--- src/rtl/bte_pkg.sv ---
package bte_pkg;
  localparam int OP_W = 3;

  typedef enum logic [OP_W-1:0] {
    OP_HOLD  = 3'b000,
    OP_PRPG  = 3'b001,
    OP_SIG   = 3'b010,
    OP_COUNT = 3'b011
  } op_e;
endpackage

--- src/rtl/bte_ctrl_reg.sv ---
module bte_ctrl_reg #(
  parameter int          W        = 11,
  parameter logic [W-1:0] RST_WORD = 11'b000_0000_0010
) (
  input  logic         clk,
  input  logic         rst_n,
  input  logic         tlr,
  input  logic         tdi,
  input  logic         capture_dr,
  input  logic         shift_dr,
  input  logic         update_dr,
  output logic         tdo,
  output logic [W-1:0] shift_word,
  output logic [W-1:0] ctrl_word
);
  logic [W-1:0] sh_q, sh_d, ctrl_q, ctrl_d;
  logic         sh_en, ctrl_en;

  // serial stage next state
  always_comb begin
    sh_en = tlr | capture_dr | shift_dr;
    sh_d  = sh_q;
    if (tlr)             sh_d = RST_WORD;
    else if (capture_dr) sh_d = ctrl_q;
    else if (shift_dr)   sh_d = {tdi, sh_q[W-1:1]};
  end

  // active word next state
  always_comb begin
    ctrl_en = tlr | update_dr;
    ctrl_d  = tlr ? RST_WORD : sh_q;
  end

  always_ff @(posedge clk or negedge rst_n) begin
    if (!rst_n) begin
      sh_q   <= RST_WORD;
      ctrl_q <= RST_WORD;
    end else begin
      if (sh_en)   sh_q   <= sh_d;
      if (ctrl_en) ctrl_q <= ctrl_d;
    end
  end

  assign tdo        = sh_q[0];
  assign shift_word = sh_q;
  assign ctrl_word  = ctrl_q;
endmodule

--- src/rtl/bte_engine.sv ---
module bte_engine
  import bte_pkg::*;
#(
  parameter int              DATA_W    = 8,
  parameter logic [DATA_W-1:0] TAPS      = 8'hB8,
  parameter logic [DATA_W-1:0] RESET_PAT = 8'h01
) (
  input  logic              clk,
  input  logic              rst_n,
  input  logic              tlr,
  input  logic              step,
  input  op_e               op,
  input  logic [DATA_W-1:0] mask,
  input  logic [DATA_W-1:0] bus_in,
  output logic [DATA_W-1:0] pattern
);
  logic [DATA_W-1:0] pat_q, pat_d, shifted, gated;
  logic              fb, pat_en;

  always_comb begin
    fb      = ^(pat_q & TAPS);
    shifted = {pat_q[DATA_W-2:0], fb};
    gated   = bus_in & ~mask;
  end

  always_comb begin
    pat_d = pat_q;
    unique case (op)
      OP_PRPG:  pat_d = shifted;
      OP_SIG:   pat_d = shifted ^ gated;
      OP_COUNT: pat_d = pat_q + 1'b1;
      default:  pat_d = pat_q;
    endcase
    if (tlr) pat_d = RESET_PAT;
    pat_en = tlr | step;
  end

  always_ff @(posedge clk or negedge rst_n) begin
    if (!rst_n)      pat_q <= RESET_PAT;
    else if (pat_en) pat_q <= pat_d;
  end

  assign pattern = pat_q;
endmodule

--- src/rtl/bus_test_engine.sv ---
module bus_test_engine
  import bte_pkg::*;
#(
  parameter int                DATA_W    = 8,
  parameter logic [DATA_W-1:0] TAPS      = 8'hB8,
  parameter logic [DATA_W-1:0] RESET_PAT = 8'h01
) (
  input  logic              clk,
  input  logic              rst_n,
  input  logic              tlr,
  input  logic              tdi,
  input  logic              capture_dr,
  input  logic              shift_dr,
  input  logic              update_dr,
  output logic              tdo,
  input  logic              run_en,
  input  logic              run_step,
  input  logic [DATA_W-1:0] bus_in,
  output logic [DATA_W-1:0] pattern
);
  localparam int                CTRL_W   = DATA_W + OP_W;
  localparam logic [CTRL_W-1:0] RST_WORD = CTRL_W'({OP_SIG});

  logic [CTRL_W-1:0] ctrl_word, shift_word;
  logic              step;

  bte_ctrl_reg #(.W(CTRL_W), .RST_WORD(RST_WORD)) u_ctrl (
    .clk        (clk),
    .rst_n      (rst_n),
    .tlr        (tlr),
    .tdi        (tdi),
    .capture_dr (capture_dr),
    .shift_dr   (shift_dr),
    .update_dr  (update_dr),
    .tdo        (tdo),
    .shift_word (shift_word),
    .ctrl_word  (ctrl_word)
  );

  assign step = run_en & run_step;

  bte_engine #(.DATA_W(DATA_W), .TAPS(TAPS), .RESET_PAT(RESET_PAT)) u_eng (
    .clk     (clk),
    .rst_n   (rst_n),
    .tlr     (tlr),
    .step    (step),
    .op      (op_e'(ctrl_word[OP_W-1:0])),
    .mask    (ctrl_word[CTRL_W-1:OP_W]),
    .bus_in  (bus_in),
    .pattern (pattern)
  );
endmodule

--- config.mk ---
export PLATFORM = sky130hd
export DESIGN_NAME = bus_test_engine
export DESIGN_NICKNAME = d
export VERILOG_FILES = /design/src/rtl/bte_pkg.sv /design/src/rtl/bte_ctrl_reg.sv /design/src/rtl/bte_engine.sv /design/src/rtl/bus_test_engine.sv
export SDC_FILE = /design/constraint.sdc
export NUM_CORES = 1
export LEC_CHECK = 0
export ABC_CLOCK_PERIOD_IN_PS = 3800
export CORE_UTILIZATION = 45
export CTS_CLUSTER_DIAMETER = 120
export DETAILED_ROUTE_END_ITERATION = 6
export PLACE_DENSITY = 0.75
export SETUP_SLACK_MARGIN = 0.05
export SLEW_MARGIN = 20
export SYNTH_ARGS = -nofsm -noshare
export SYNTH_HDL_FRONTEND = slang
export SYNTH_SLANG_ARGS = --single-unit
--- constraint.sdc ---
create_clock -name clk -period 3.8 [get_ports clk]
set_clock_uncertainty 0.05 [all_clocks]
set_input_delay 0.76 -clock clk [delete_from_list [all_inputs] [get_ports clk]]
set_output_delay 0.76 -clock clk [all_outputs]
set_load 0.01 [all_outputs]
==> impl_metrics.csv <==
group,metric,value,unit
die,initial_utilization,47.79,%
global_route,grt-ovfl-total,0,
routing,drt-initial-drc-count,80,
synth,synth_fp_nets,202,
layout,final_util,58.29,%
synth,yosysWarnings,0,
place,io_buffers,25,
synth,synth_edf_count,0,
synth,synth_simple_gate_area_share,18.67,%
worst_setup_path,path_max_fanout,10,
routing,vias_per_cell,5.886,
global_route,track_usage,21.86,%
global_route,grt_pass1_vias,1433,
routing,drt-total-wl,4152,um
status,status,"finished, final reports clean",
worst_setup_path,worst-setup-path-type,"flip-flop to output pin",
clocking,cts_tree,"done",
synth,avgSynthCellArea,9.777,sq um
global_route,grt_max_degree,33,
layout,diodes,0,
clocking,clock_latency,280,ps
timing,rsz0062_at_grt,"no",
layout,nets,225,
timing,drv_slew,0,
synth,synth_compound_area_share,19.93,%
die,ios,26,
worst_setup_path,slowest_stage,"dfstp_2",
timing,setup_viol,0,
global_route,antenna_found_initial,0,
timing,worst_pin_slew,854.0,ps
synth,synth_top_family_by_area,"compound AO/OA/AOI/OAI gates",
clocking,ctsHoldBuffers,0,
synth,synth_fa_ha_area_share,1.399,%
power,cellPowerDensity,374.1,mW/mm^2
routing,antenna_left,0,
worst_setup_path,crit_chain,"clkdlybuf4s50_1",
die,coreArea,0.003744,sq mm
synth,async_flop_share,100.0,%
synth,synthMuxAreaShare,11.89,%
power,leakage,0.9260,nW
worst_setup_path,cp_slowest_stage_delay,620,ps
timing,period_needed,2281,ps
timing,max_freq,438.4,MHz
synth,ys_ff_latch,30,
clocking,cts_made_buffers,5,
worst_setup_path,crit_buf_inv,1,
worst_setup_path,crit_family,"flip-flops",
routing,num_vias,1501,
timing,hold_viol,0,
clocking,root_buffer,"clkbuf_8",
timing,fin_crit_sh,60.03,%
hold_path,min_path_type,"flip-flop to flip-flop",
clocking,cts_resized,0,
clocking,cts_buffer_depth,2,
synth,ys.flop_type,"dfrtp_1",
routing,drc,0,
clocking,post_cts_buffers,0,
routing,drt-pass1-iter-count,4,
synth,yosys.cell_types.count,43,
place,dpl.hpwl,2843,um
synth,synth_xor_area_share,1.958,%
power,max-vdd-ir-drop,0.0002650,V
die,rows,22,
place,gp_congestion,0.8895,
die,die_w,65.06,um
synth,syn_area,0.001789,sq mm
worst_setup_path,arrival,1470,ps
worst_setup_path,cp-start-kind,"flip-flop",
synth,syn_inst,183,
timing,tns,0,ps
timing,relSlewSlack,42.95,%
die,die_area,0.004232,sq mm
run,cap_violations,0,
global_route,grt_pass1_wl,6982,um
clocking,cts.clk_slew.worst_paths,70,ps
layout,areaGrowthSynthToFinish,21.96,%
routing,post_drt_wl_per_cell,16.28,um
worst_setup_path,required,2990,ps
layout,layout-drive-gt1-share,8.696,%
synth,ys_seq_area_share,42.17,%
clocking,htreeDepth,2,
clocking,cts.sinks,30,
worst_setup_path,end_kind,"output pin",
die,die_y,65.06,um
power,power.total,0.8162,mW
[placed cells by master, fill, tap and decap left out, types with 2 or more instances in the layout]
| cell | Yosys | routed |
|---|---|---|
| o221ai_1 | 4 | 4 |
| mux2i_1 | 19 | 19 |
| xnor2_1 | 3 | 3 |
| o21ai_0 | 4 | 4 |
| nand2_1 | 4 | 4 |
| dfstp_2 | 3 | 3 |
| nand4_1 | 5 | 5 |
| ha_1 | 2 | 2 |
| clkdlybuf4s50_1 | 0 | 25 |
| nor2b_1 | 6 | 6 |
| buf_4 | 0 | 2 |
| o211ai_1 | 2 | 2 |
| nor4bb_1 | 2 | 2 |
| nor2_1 | 25 | 25 |
| mux2_2 | 2 | 2 |
| a21o_1 | 4 | 4 |
| nand2b_1 | 5 | 5 |
| dfrtp_1 | 27 | 27 |
| o2bb2ai_1 | 6 | 6 |
| a21oi_1 | 12 | 12 |
| inv_1 | 6 | 6 |
| a211oi_1 | 9 | 9 |
| clkbuf_8 | 0 | 6 |
| nand3_1 | 2 | 2 |
[metal layers]
layer / GRT usage [%] / vias up / wire length, um
met5: 0 / - / 0
met4: 6.522 / 0 / 44
met3: 5.282 / 6 / 207
met2: 35.55 / 39 / 2007
met1: 28.73 / 734 / 1892
li1: - / 722 / -
[registers in the layout, summed over array words and instances, names as in the netlist]
name,count
u_ctrl.ctrl_word,11
u_ctrl.shift_word,11
u_eng.pattern,8
[path summary, 6_finish.rpt]
path | start | end | slack (ps) | depth (start not counted)
max | u_eng.pattern[0]$_DFFE_PN1P_ | pattern[0] | 1520 | 1
min | u_ctrl.ctrl_word[7]$_DFFE_PN0P_ | u_ctrl.ctrl_word[7]$_DFFE_PN0P_ | 480 | 2
max reg2reg | u_ctrl.ctrl_word[1]$_DFFE_PN1P_ | u_eng.pattern[7]$_DFFE_PN0P_ | 1800 | 3
min reg2reg | u_ctrl.ctrl_word[7]$_DFFE_PN0P_ | u_ctrl.ctrl_word[7]$_DFFE_PN0P_ | 480 | 2
max in group asynchronous | rst_n | u_ctrl.ctrl_word[1]$_DFFE_PN1P_ | 2560 | 2
min in group asynchronous | rst_n | u_eng.pattern[7]$_DFFE_PN0P_ | 820 | 2
[power by group]
part / switching [mW] / internal (mW) / leakage (nW)
Sequential: 0.0209 / 0.334 / 0.402
Clock: 0.120 / 0.214 / 0.0585
Combinational: 0.0627 / 0.0652 / 0.466
[area by class of cell]
| class | count | area, sq um |
|---|---|---|
| Fill cell | 337 | 1562 |
| Multi-Input combinational cell | 136 | 963.4 |
| Sequential cell | 30 | 754.5 |
| Timing Repair Buffer | 27 | 265.3 |
| Clock buffer | 7 | 86.33 |
| Tap cell | 48 | 60.06 |
| Clock inverter | 1 | 30.03 |
| Inverter | 6 | 22.52 |
[cell usage after synthesis (2+ instances only)]
| cell type | number | area (sq um) |
|---|---|---|
| a211oi_1 | 9 | 67.56 |
| o211ai_1 | 2 | 15.01 |
| o2bb2ai_1 | 6 | 52.55 |
| a21oi_1 | 12 | 60.06 |
| nand3_1 | 2 | 10.01 |
| mux2_2 | 2 | 22.52 |
| ha_1 | 2 | 25.02 |
| nand2_1 | 4 | 15.01 |
| xnor2_1 | 3 | 26.28 |
| o21ai_0 | 4 | 20.02 |
| a21o_1 | 4 | 30.03 |
| dfrtp_1 | 27 | 675.7 |
| dfstp_2 | 3 | 78.83 |
| inv_1 | 6 | 22.52 |
| nor2b_1 | 6 | 37.54 |
| nor4bb_1 | 2 | 20.02 |
| nand4_1 | 5 | 31.28 |
| o221ai_1 | 4 | 35.03 |
| nor2_1 | 25 | 93.84 |
| nand2b_1 | 5 | 31.28 |
| clkbuf_1 | 5 | 18.77 |
| buf_2 | 6 | 30.03 |
| mux2i_1 | 19 | 190.2 |
[through the flow]
step,area [sq um],cells,worst slack (ps),hold WS (ps)
detailed placement,2066,247,1431,464.2
floorplan,1789,183,2013,414.4
CTS,2182,255,1518,479.7
finish,2182,255,1519,477.1
global placement,2066,247,1458,453.1
global route,2182,255,1490,529.1
[logic make-up after synthesis]
| group | after synthesis |
|---|---|
| and+or+nand+nor | 59 |
| AOI/OAI and AO/OA | 50 |
| DFF | 30 |
| muxes | 21 |
| buffers and inverters | 17 |
| xor gates and xnor gates | 4 |
| adders and majority gates | 2 |
No activity file was read; power rests on OpenSTA's default activity.
